[config.mk]
export PLATFORM = sky130hd
export DESIGN_NAME = seg_xlate
export DESIGN_NICKNAME = d
export VERILOG_FILES = /design/src/rtl/seg_xlate_pkg.sv /design/src/rtl/seg_sel_check.sv /design/src/rtl/seg_desc_check.sv /design/src/rtl/seg_ctrl.sv /design/src/rtl/seg_xlate.sv
export SDC_FILE = /design/constraint.sdc
export NUM_CORES = 1
export LEC_CHECK = 0
export BUFFER_PORTS_ARGS = -buffer_cell sky130_fd_sc_hd__clkbuf_2
export CORE_MARGIN = 2
export CORE_UTILIZATION = 25
export CTS_CLUSTER_DIAMETER = 50
export CTS_CLUSTER_SIZE = 25
export DETAILED_ROUTE_END_ITERATION = 8
export MAX_ROUTING_LAYER = met4
export PLACE_DENSITY_LB_ADDON = 0.12
export SYNTH_ARGS = -nofsm -noshare
export SYNTH_HDL_FRONTEND = slang
export SYNTH_HIERARCHICAL = 1
export SYNTH_SLANG_ARGS = --single-unit
[constraint.sdc]
create_clock -name clk -period 4.1 [get_ports clk]
set_input_delay 0.615 -clock clk [delete_from_list [all_inputs] [get_ports clk]]
set_output_delay 0.615 -clock clk [all_outputs]
set_load 0.03 [all_outputs]
[src/rtl/seg_xlate_pkg.sv]
// Shared types and descriptor field positions for the segment translation unit.
// Assumes a 32-bit linear address and a 64-bit descriptor.
package seg_xlate_pkg;

    localparam int ADDR_W   = 32;
    localparam int SEL_W    = 16;
    localparam int IDX_W    = 13;
    localparam int DESC_W   = 64;
    localparam int DLIM_LO  = 32;
    localparam int DLIM_W   = 28;
    localparam int DPL_LO   = 60;
    localparam int WR_BIT   = 62;
    localparam int PRES_BIT = 63;

    typedef enum logic [2:0] {
        FLT_NONE   = 3'd0,
        FLT_NULL   = 3'd1,
        FLT_TBOUND = 3'd2,
        FLT_ABSENT = 3'd3,
        FLT_PRIV   = 3'd4,
        FLT_WPROT  = 3'd5,
        FLT_OFS    = 3'd6
    } fault_e;

    typedef enum logic [2:0] {
        ST_IDLE  = 3'd0,
        ST_SEL   = 3'd1,
        ST_FETCH = 3'd2,
        ST_WAIT  = 3'd3,
        ST_EVAL  = 3'd4,
        ST_DONE  = 3'd5
    } state_e;

endpackage

[src/rtl/seg_sel_check.sv]
// Selector stage: picks the table, forms the descriptor address and
// flags null or out-of-table selectors. Purely combinational.
module seg_sel_check
    import seg_xlate_pkg::*;
#(
    parameter int TLIM_W = 16
) (
    input  logic [SEL_W-1:0]  sel,
    input  logic [ADDR_W-1:0] gbase,
    input  logic [TLIM_W-1:0] glim,
    input  logic [ADDR_W-1:0] lbase,
    input  logic [TLIM_W-1:0] llim,
    output logic [ADDR_W-1:0] rd_addr,
    output fault_e            fault
);
    localparam int SPAN_W = IDX_W + 3;
    localparam int CMP_W  = (TLIM_W > SPAN_W) ? TLIM_W : SPAN_W;

    logic [IDX_W-1:0]  idx;
    logic              use_local;
    logic [CMP_W-1:0]  span_end;
    logic [CMP_W-1:0]  lim_ext;

    // Field split and table choice.
    always_comb begin
        idx       = sel[SEL_W-1:3];
        use_local = sel[2];
        span_end  = CMP_W'({idx, 3'b111});
        lim_ext   = use_local ? CMP_W'(llim) : CMP_W'(glim);
        rd_addr   = (use_local ? lbase : gbase) + (ADDR_W'(idx) << 3);
    end

    // Selector fault priority: null before table bound.
    always_comb begin
        if (idx == '0 && !use_local)
            fault = FLT_NULL;
        else if (span_end > lim_ext)
            fault = FLT_TBOUND;
        else
            fault = FLT_NONE;
    end

endmodule

[src/rtl/seg_desc_check.sv]
// Descriptor stage: decodes a fetched descriptor, applies presence,
// privilege, write and offset checks in priority order, and adds base
// to offset. Purely combinational.
module seg_desc_check
    import seg_xlate_pkg::*;
(
    input  logic [DESC_W-1:0] desc,
    input  logic [ADDR_W-1:0] ofs,
    input  logic              write,
    input  logic [1:0]        cpl,
    input  logic [1:0]        rpl,
    output logic [ADDR_W-1:0] linear,
    output fault_e            fault
);
    logic [ADDR_W-1:0] d_base;
    logic [DLIM_W-1:0] d_lim;
    logic [1:0]        d_pl;
    logic              d_wr;
    logic              d_pres;
    logic [1:0]        eff_pl;

    // Field decode and effective privilege.
    always_comb begin
        d_base = desc[ADDR_W-1:0];
        d_lim  = desc[DLIM_LO +: DLIM_W];
        d_pl   = desc[DPL_LO +: 2];
        d_wr   = desc[WR_BIT];
        d_pres = desc[PRES_BIT];
        eff_pl = (cpl > rpl) ? cpl : rpl;
        linear = d_base + ofs;
    end

    // Descriptor fault priority: presence, privilege, write, offset.
    always_comb begin
        if (!d_pres)
            fault = FLT_ABSENT;
        else if (eff_pl > d_pl)
            fault = FLT_PRIV;
        else if (write && !d_wr)
            fault = FLT_WPROT;
        else if (ofs > ADDR_W'(d_lim))
            fault = FLT_OFS;
        else
            fault = FLT_NONE;
    end

endmodule

[src/rtl/seg_ctrl.sv]
// Sequencer: walks one request through selector check, descriptor read,
// descriptor check and the response cycle. Assumes response data is
// always accepted.
module seg_ctrl
    import seg_xlate_pkg::*;
(
    input  logic   clk,
    input  logic   rst_n,
    input  logic   req_valid,
    input  logic   sel_ok,
    input  logic   rd_ready,
    input  logic   rd_resp_valid,
    output state_e state
);
    state_e nxt;

    // Next-state selection.
    always_comb begin
        nxt = state;
        unique case (state)
            ST_IDLE:  if (req_valid) nxt = ST_SEL;
            ST_SEL:   nxt = sel_ok ? ST_FETCH : ST_DONE;
            ST_FETCH: if (rd_ready) nxt = ST_WAIT;
            ST_WAIT:  if (rd_resp_valid) nxt = ST_EVAL;
            ST_EVAL:  nxt = ST_DONE;
            ST_DONE:  nxt = ST_IDLE;
            default:  nxt = ST_IDLE;
        endcase
    end

    // State register.
    always_ff @(posedge clk) begin
        if (!rst_n) state <= ST_IDLE;
        else        state <= nxt;
    end

endmodule

[src/rtl/seg_xlate.sv]
// Segment translation top: captures a request, sequences the selector
// check, descriptor fetch and descriptor check, and registers the result.
// Assumes table registers and cur_pl are stable during a request.
module seg_xlate
    import seg_xlate_pkg::*;
#(
    parameter int TLIM_W = 16
) (
    input  logic              clk,
    input  logic              rst_n,
    input  logic              req_valid,
    output logic              req_ready,
    input  logic [15:0]       req_sel,
    input  logic [31:0]       req_ofs,
    input  logic              req_write,
    input  logic [1:0]        cur_pl,
    input  logic [31:0]       gtab_base,
    input  logic [TLIM_W-1:0] gtab_limit,
    input  logic [31:0]       ltab_base,
    input  logic [TLIM_W-1:0] ltab_limit,
    output logic              mem_rd_valid,
    input  logic              mem_rd_ready,
    output logic [31:0]       mem_rd_addr,
    input  logic              mem_rd_resp_valid,
    input  logic [63:0]       mem_rd_data,
    output logic              rsp_valid,
    output logic [31:0]       rsp_linear,
    output logic [2:0]        rsp_fault
);
    state_e            state;
    logic [SEL_W-1:0]  sel_q;
    logic [ADDR_W-1:0] ofs_q;
    logic              wr_q;
    logic [1:0]        cpl_q;
    logic [DESC_W-1:0] desc_q;
    logic [ADDR_W-1:0] addr_q;
    logic [ADDR_W-1:0] sel_addr;
    fault_e            sel_fault;
    logic [ADDR_W-1:0] d_linear;
    fault_e            d_fault;
    logic [ADDR_W-1:0] lin_q;
    fault_e            flt_q;

    seg_sel_check #(.TLIM_W(TLIM_W)) u_sel (
        .sel     (sel_q),
        .gbase   (gtab_base),
        .glim    (gtab_limit),
        .lbase   (ltab_base),
        .llim    (ltab_limit),
        .rd_addr (sel_addr),
        .fault   (sel_fault)
    );

    seg_desc_check u_desc (
        .desc   (desc_q),
        .ofs    (ofs_q),
        .write  (wr_q),
        .cpl    (cpl_q),
        .rpl    (sel_q[1:0]),
        .linear (d_linear),
        .fault  (d_fault)
    );

    seg_ctrl u_ctrl (
        .clk           (clk),
        .rst_n         (rst_n),
        .req_valid     (req_valid),
        .sel_ok        (sel_fault == FLT_NONE),
        .rd_ready      (mem_rd_ready),
        .rd_resp_valid (mem_rd_resp_valid),
        .state         (state)
    );

    // Capture request fields on acceptance.
    always_ff @(posedge clk) begin
        if (!rst_n) begin
            sel_q <= '0;
            ofs_q <= '0;
            wr_q  <= 1'b0;
            cpl_q <= '0;
        end else if (state == ST_IDLE && req_valid) begin
            sel_q <= req_sel;
            ofs_q <= req_ofs;
            wr_q  <= req_write;
            cpl_q <= cur_pl;
        end
    end

    // Hold the descriptor address and the returned descriptor.
    always_ff @(posedge clk) begin
        if (!rst_n) begin
            addr_q <= '0;
            desc_q <= '0;
        end else begin
            if (state == ST_SEL)
                addr_q <= sel_addr;
            if (state == ST_WAIT && mem_rd_resp_valid)
                desc_q <= mem_rd_data;
        end
    end

    // Register the outcome from whichever stage decides it.
    always_ff @(posedge clk) begin
        if (!rst_n) begin
            lin_q <= '0;
            flt_q <= FLT_NONE;
        end else if (state == ST_SEL && sel_fault != FLT_NONE) begin
            lin_q <= '0;
            flt_q <= sel_fault;
        end else if (state == ST_EVAL) begin
            lin_q <= (d_fault == FLT_NONE) ? d_linear : '0;
            flt_q <= d_fault;
        end
    end

    // Port drive from state and held results.
    always_comb begin
        req_ready    = (state == ST_IDLE);
        mem_rd_valid = (state == ST_FETCH);
        mem_rd_addr  = addr_q;
        rsp_valid    = (state == ST_DONE);
        rsp_linear   = lin_q;
        rsp_fault    = flt_q;
    end

endmodule

==> results.sh <==
export IMPL_outcome="finished, final reports clean"
export IMPL_cap_violations=0
export IMPL_avgSynthCellArea_um2=7.862
export IMPL_ir_drop_v=0.0002071
export IMPL_htree_num_levels=4
export IMPL_grt_pass1_wl_mm=63.31
export IMPL_max_freq_mhz=275.6
export IMPL_via_per_inst=4.720
export IMPL_powerDensity_nw_per_um2=390.5
export IMPL_first_pass_iters=5
export IMPL_hold_viol=0
export IMPL_synthFlopType="dfxtp_1"
export IMPL_synthArstFlopShare_pct=0
export IMPL_grt_use_total_pct=17.85
export IMPL_drt_iter0_markers=525
export IMPL_clk_pin_slew_ns=0.08
export IMPL_synth_edf_count=0
export IMPL_wire_per_inst_um=17.57
export IMPL_tightest_slew_ns=1.218
export IMPL_overflow=0
export IMPL_gp_congestion=0.8701
export IMPL_final_common_cell="nand2_1"
export IMPL_grt_pass1_vias=10990
export IMPL_cts_resized=0
export IMPL_synth_nets=1794
export IMPL_fin_crit_ns=3.628
export IMPL_synth_area_um2=11680
export IMPL_grt_max_degree=90
export IMPL_via_count=11100
export IMPL_seq_area_frac_synth_pct=31.70
export IMPL_cts_sinks=185
export IMPL_clockBufferDepth=2
export IMPL_synth_warnings=6
export IMPL_maxSlewViolCount=0
export IMPL_synth_cells=1486
export IMPL_cp_required_ns=4.52
export IMPL_dieArea_um2=48470
export IMPL_area_growth_pct=20.65
export IMPL_final_layout_size_suffix_gt1_share_pct=22.50
export IMPL_path_class="reg -> reg"
export IMPL_cts_tree="done"
export IMPL_cp_end_kind="register"
export IMPL_crit_arrival_ns=4.05
export IMPL_grt_setup_unrepaired="no"
export IMPL_cts_root_buf="clkbuf_16"
export IMPL_fp_dieW_um=220.2
export IMPL_start_util_pct=25.20
export IMPL_drt_wl_total_mm=41.30
export IMPL_cp_max_fo=17
export IMPL_setup_violations_final=0
export IMPL_hold_path_class="in -> reg"
export IMPL_antenna_found_initial=6
export IMPL_yosys_register_bits=185
export IMPL_tns_ns=0
export IMPL_cts_hold_fix_buffers=0
export IMPL_rows=79
export IMPL_numCtsBuffers=17
export IMPL_critPathLaunchType="register"
export IMPL_clkLatencyLatePin_ns=0.50
export IMPL_ioPinCount=286
export IMPL_die_height_um=220.2
export IMPL_core_area_um2=46360
export IMPL_dp_final_hpwl_mm=31.82
export IMPL_postRouteAntennaNets=0
export IMPL_mostFrequentLayoutCells="nand2_1, clkbuf_2, a21oi_1"
export IMPL_fin_nets=2033
export IMPL_power_leakage_nw=5.846
export IMPL_fin_skew_ns=0.01017
export IMPL_place_port_buffers=285
export IMPL_maxSlewHeadroom_pct=18.70
export IMPL_ys_types=87
export IMPL_finalCritPeriodShare_pct=88.49
export IMPL_post_cts_setup_buffers=0
export IMPL_total_power_w=0.005503
export IMPL_route_detailed_drc=0
==> cell families (layout without fill, tap and decap cells) <==
group                      Yosys count  count (layout)  share of synthesized area [%]
AOI/OAI and AO/OA                  399             399                          21.81
xor gates and xnor gates            53              53                          3.973
adders and majority gates           92              92                          9.982
buffers and inverters              132             384                          6.126
DFF                                185             185                          31.70
muxes                               40              40                          3.609
other                                1               7                        0.03210
and+or+nand+nor                    584             584                          22.77
==> where the power goes <==
part           internal [W]  leakage (nW)  switching (W)
Sequential          0.00193          1.50       0.000148
Clock              0.000876         0.285       0.000860
Combinational      0.000614          4.06        0.00107
==> flip-flops by register name, summed over array words and instances, names as in the netlist <==
register	cells
cpl_q	2
desc_q	64
mem_rd_addr	32
ofs_q	32
rsp_fault	3
rsp_linear	32
sel_q	16
u_ctrl/state	3
wr_q	1
==> cells in the mapped netlist (all sizes together), types with 6 or more instances <==
master	instances	share of area, %
nand4	25	1.3
nor3	15	0.73
xnor2	33	2.5
nor2b	17	0.91
buf	56	3.6
dfxtp	185	32
nor2	41	1.3
nand2b	8	0.43
nand3b	6	0.39
xor2	20	1.5
a31oi	14	0.75
mux2	17	1.6
clkbuf	25	0.92
a211oi	6	0.43
a21o	38	2.4
o211ai	6	0.47
and3	9	0.48
a21oi	239	11
a221oi	6	0.65
ha	90	9.6
inv	50	1.6
and2	6	0.32
nor3b	6	0.58
nor4	6	0.32
nand2	374	12
nand3	47	2.1
o21a	10	0.64
mux2i	23	2.0
o21ai	39	1.8
==> critical path, cell delays in order, from the launching register on <==
cell and delay, ns:
dfxtp_2 0.59, buf_4 0.33, mux2_1 0.37, ha_1 0.38
and3_1 0.25, a221oi_4 0.36, o21ai_2 0.18, nor4b_1 0.17
or4_1 0.54, a221oi_2 0.18, nand2_1 0.07, a21oi_1 0.12
==> cell type report <==
type	count	area, um2
fillers	5061	32260
multi-input cells	1169	7269
flip-flops and latches	185	3705
repair buffers	301	1559
well taps	607	759.5
clock buffers	18	439.2
inverters	51	193.9
clock inverters	14	153.9
diodes	6	15.01
==> metrics by stage <==
step	hold WS, ns	instances	worst slack (ns)	instance area (um2)	utilization (%)
global placement	0.4425	2313	0.5161	13490	29.09
global route	0.3072	2351	0.2106	14090	30.40
detailed placement	0.4472	2313	0.4848	13490	29.09
finish	0.3310	2351	0.4720	14090	30.40
CTS	0.2835	2345	0.4674	14080	30.37
floorplan	0.4312	1486	0.0002398	11680	-
==> path summary, 6_finish.rpt <==
check,cells past startpoint,startpoint,slack [ns],endpoint
max,11,sel_q[2],0.47,mem_rd_addr[25]
min,3,req_sel[10],0.33,sel_q[10]
max reg2reg,11,sel_q[2],0.47,mem_rd_addr[25]
min reg2reg,2,desc_q[59],0.46,desc_q[59]
==> layer usage <==
metal	GRT usage, %	share of wire (%)	vias up
met5	-	0	-
met1	21.48	45	5151
met4	4.519	1.3	0
met2	29.48	48	248
met3	4.866	5.5	28
li1	-	-	5670
(Power assumes the default switching activity.)
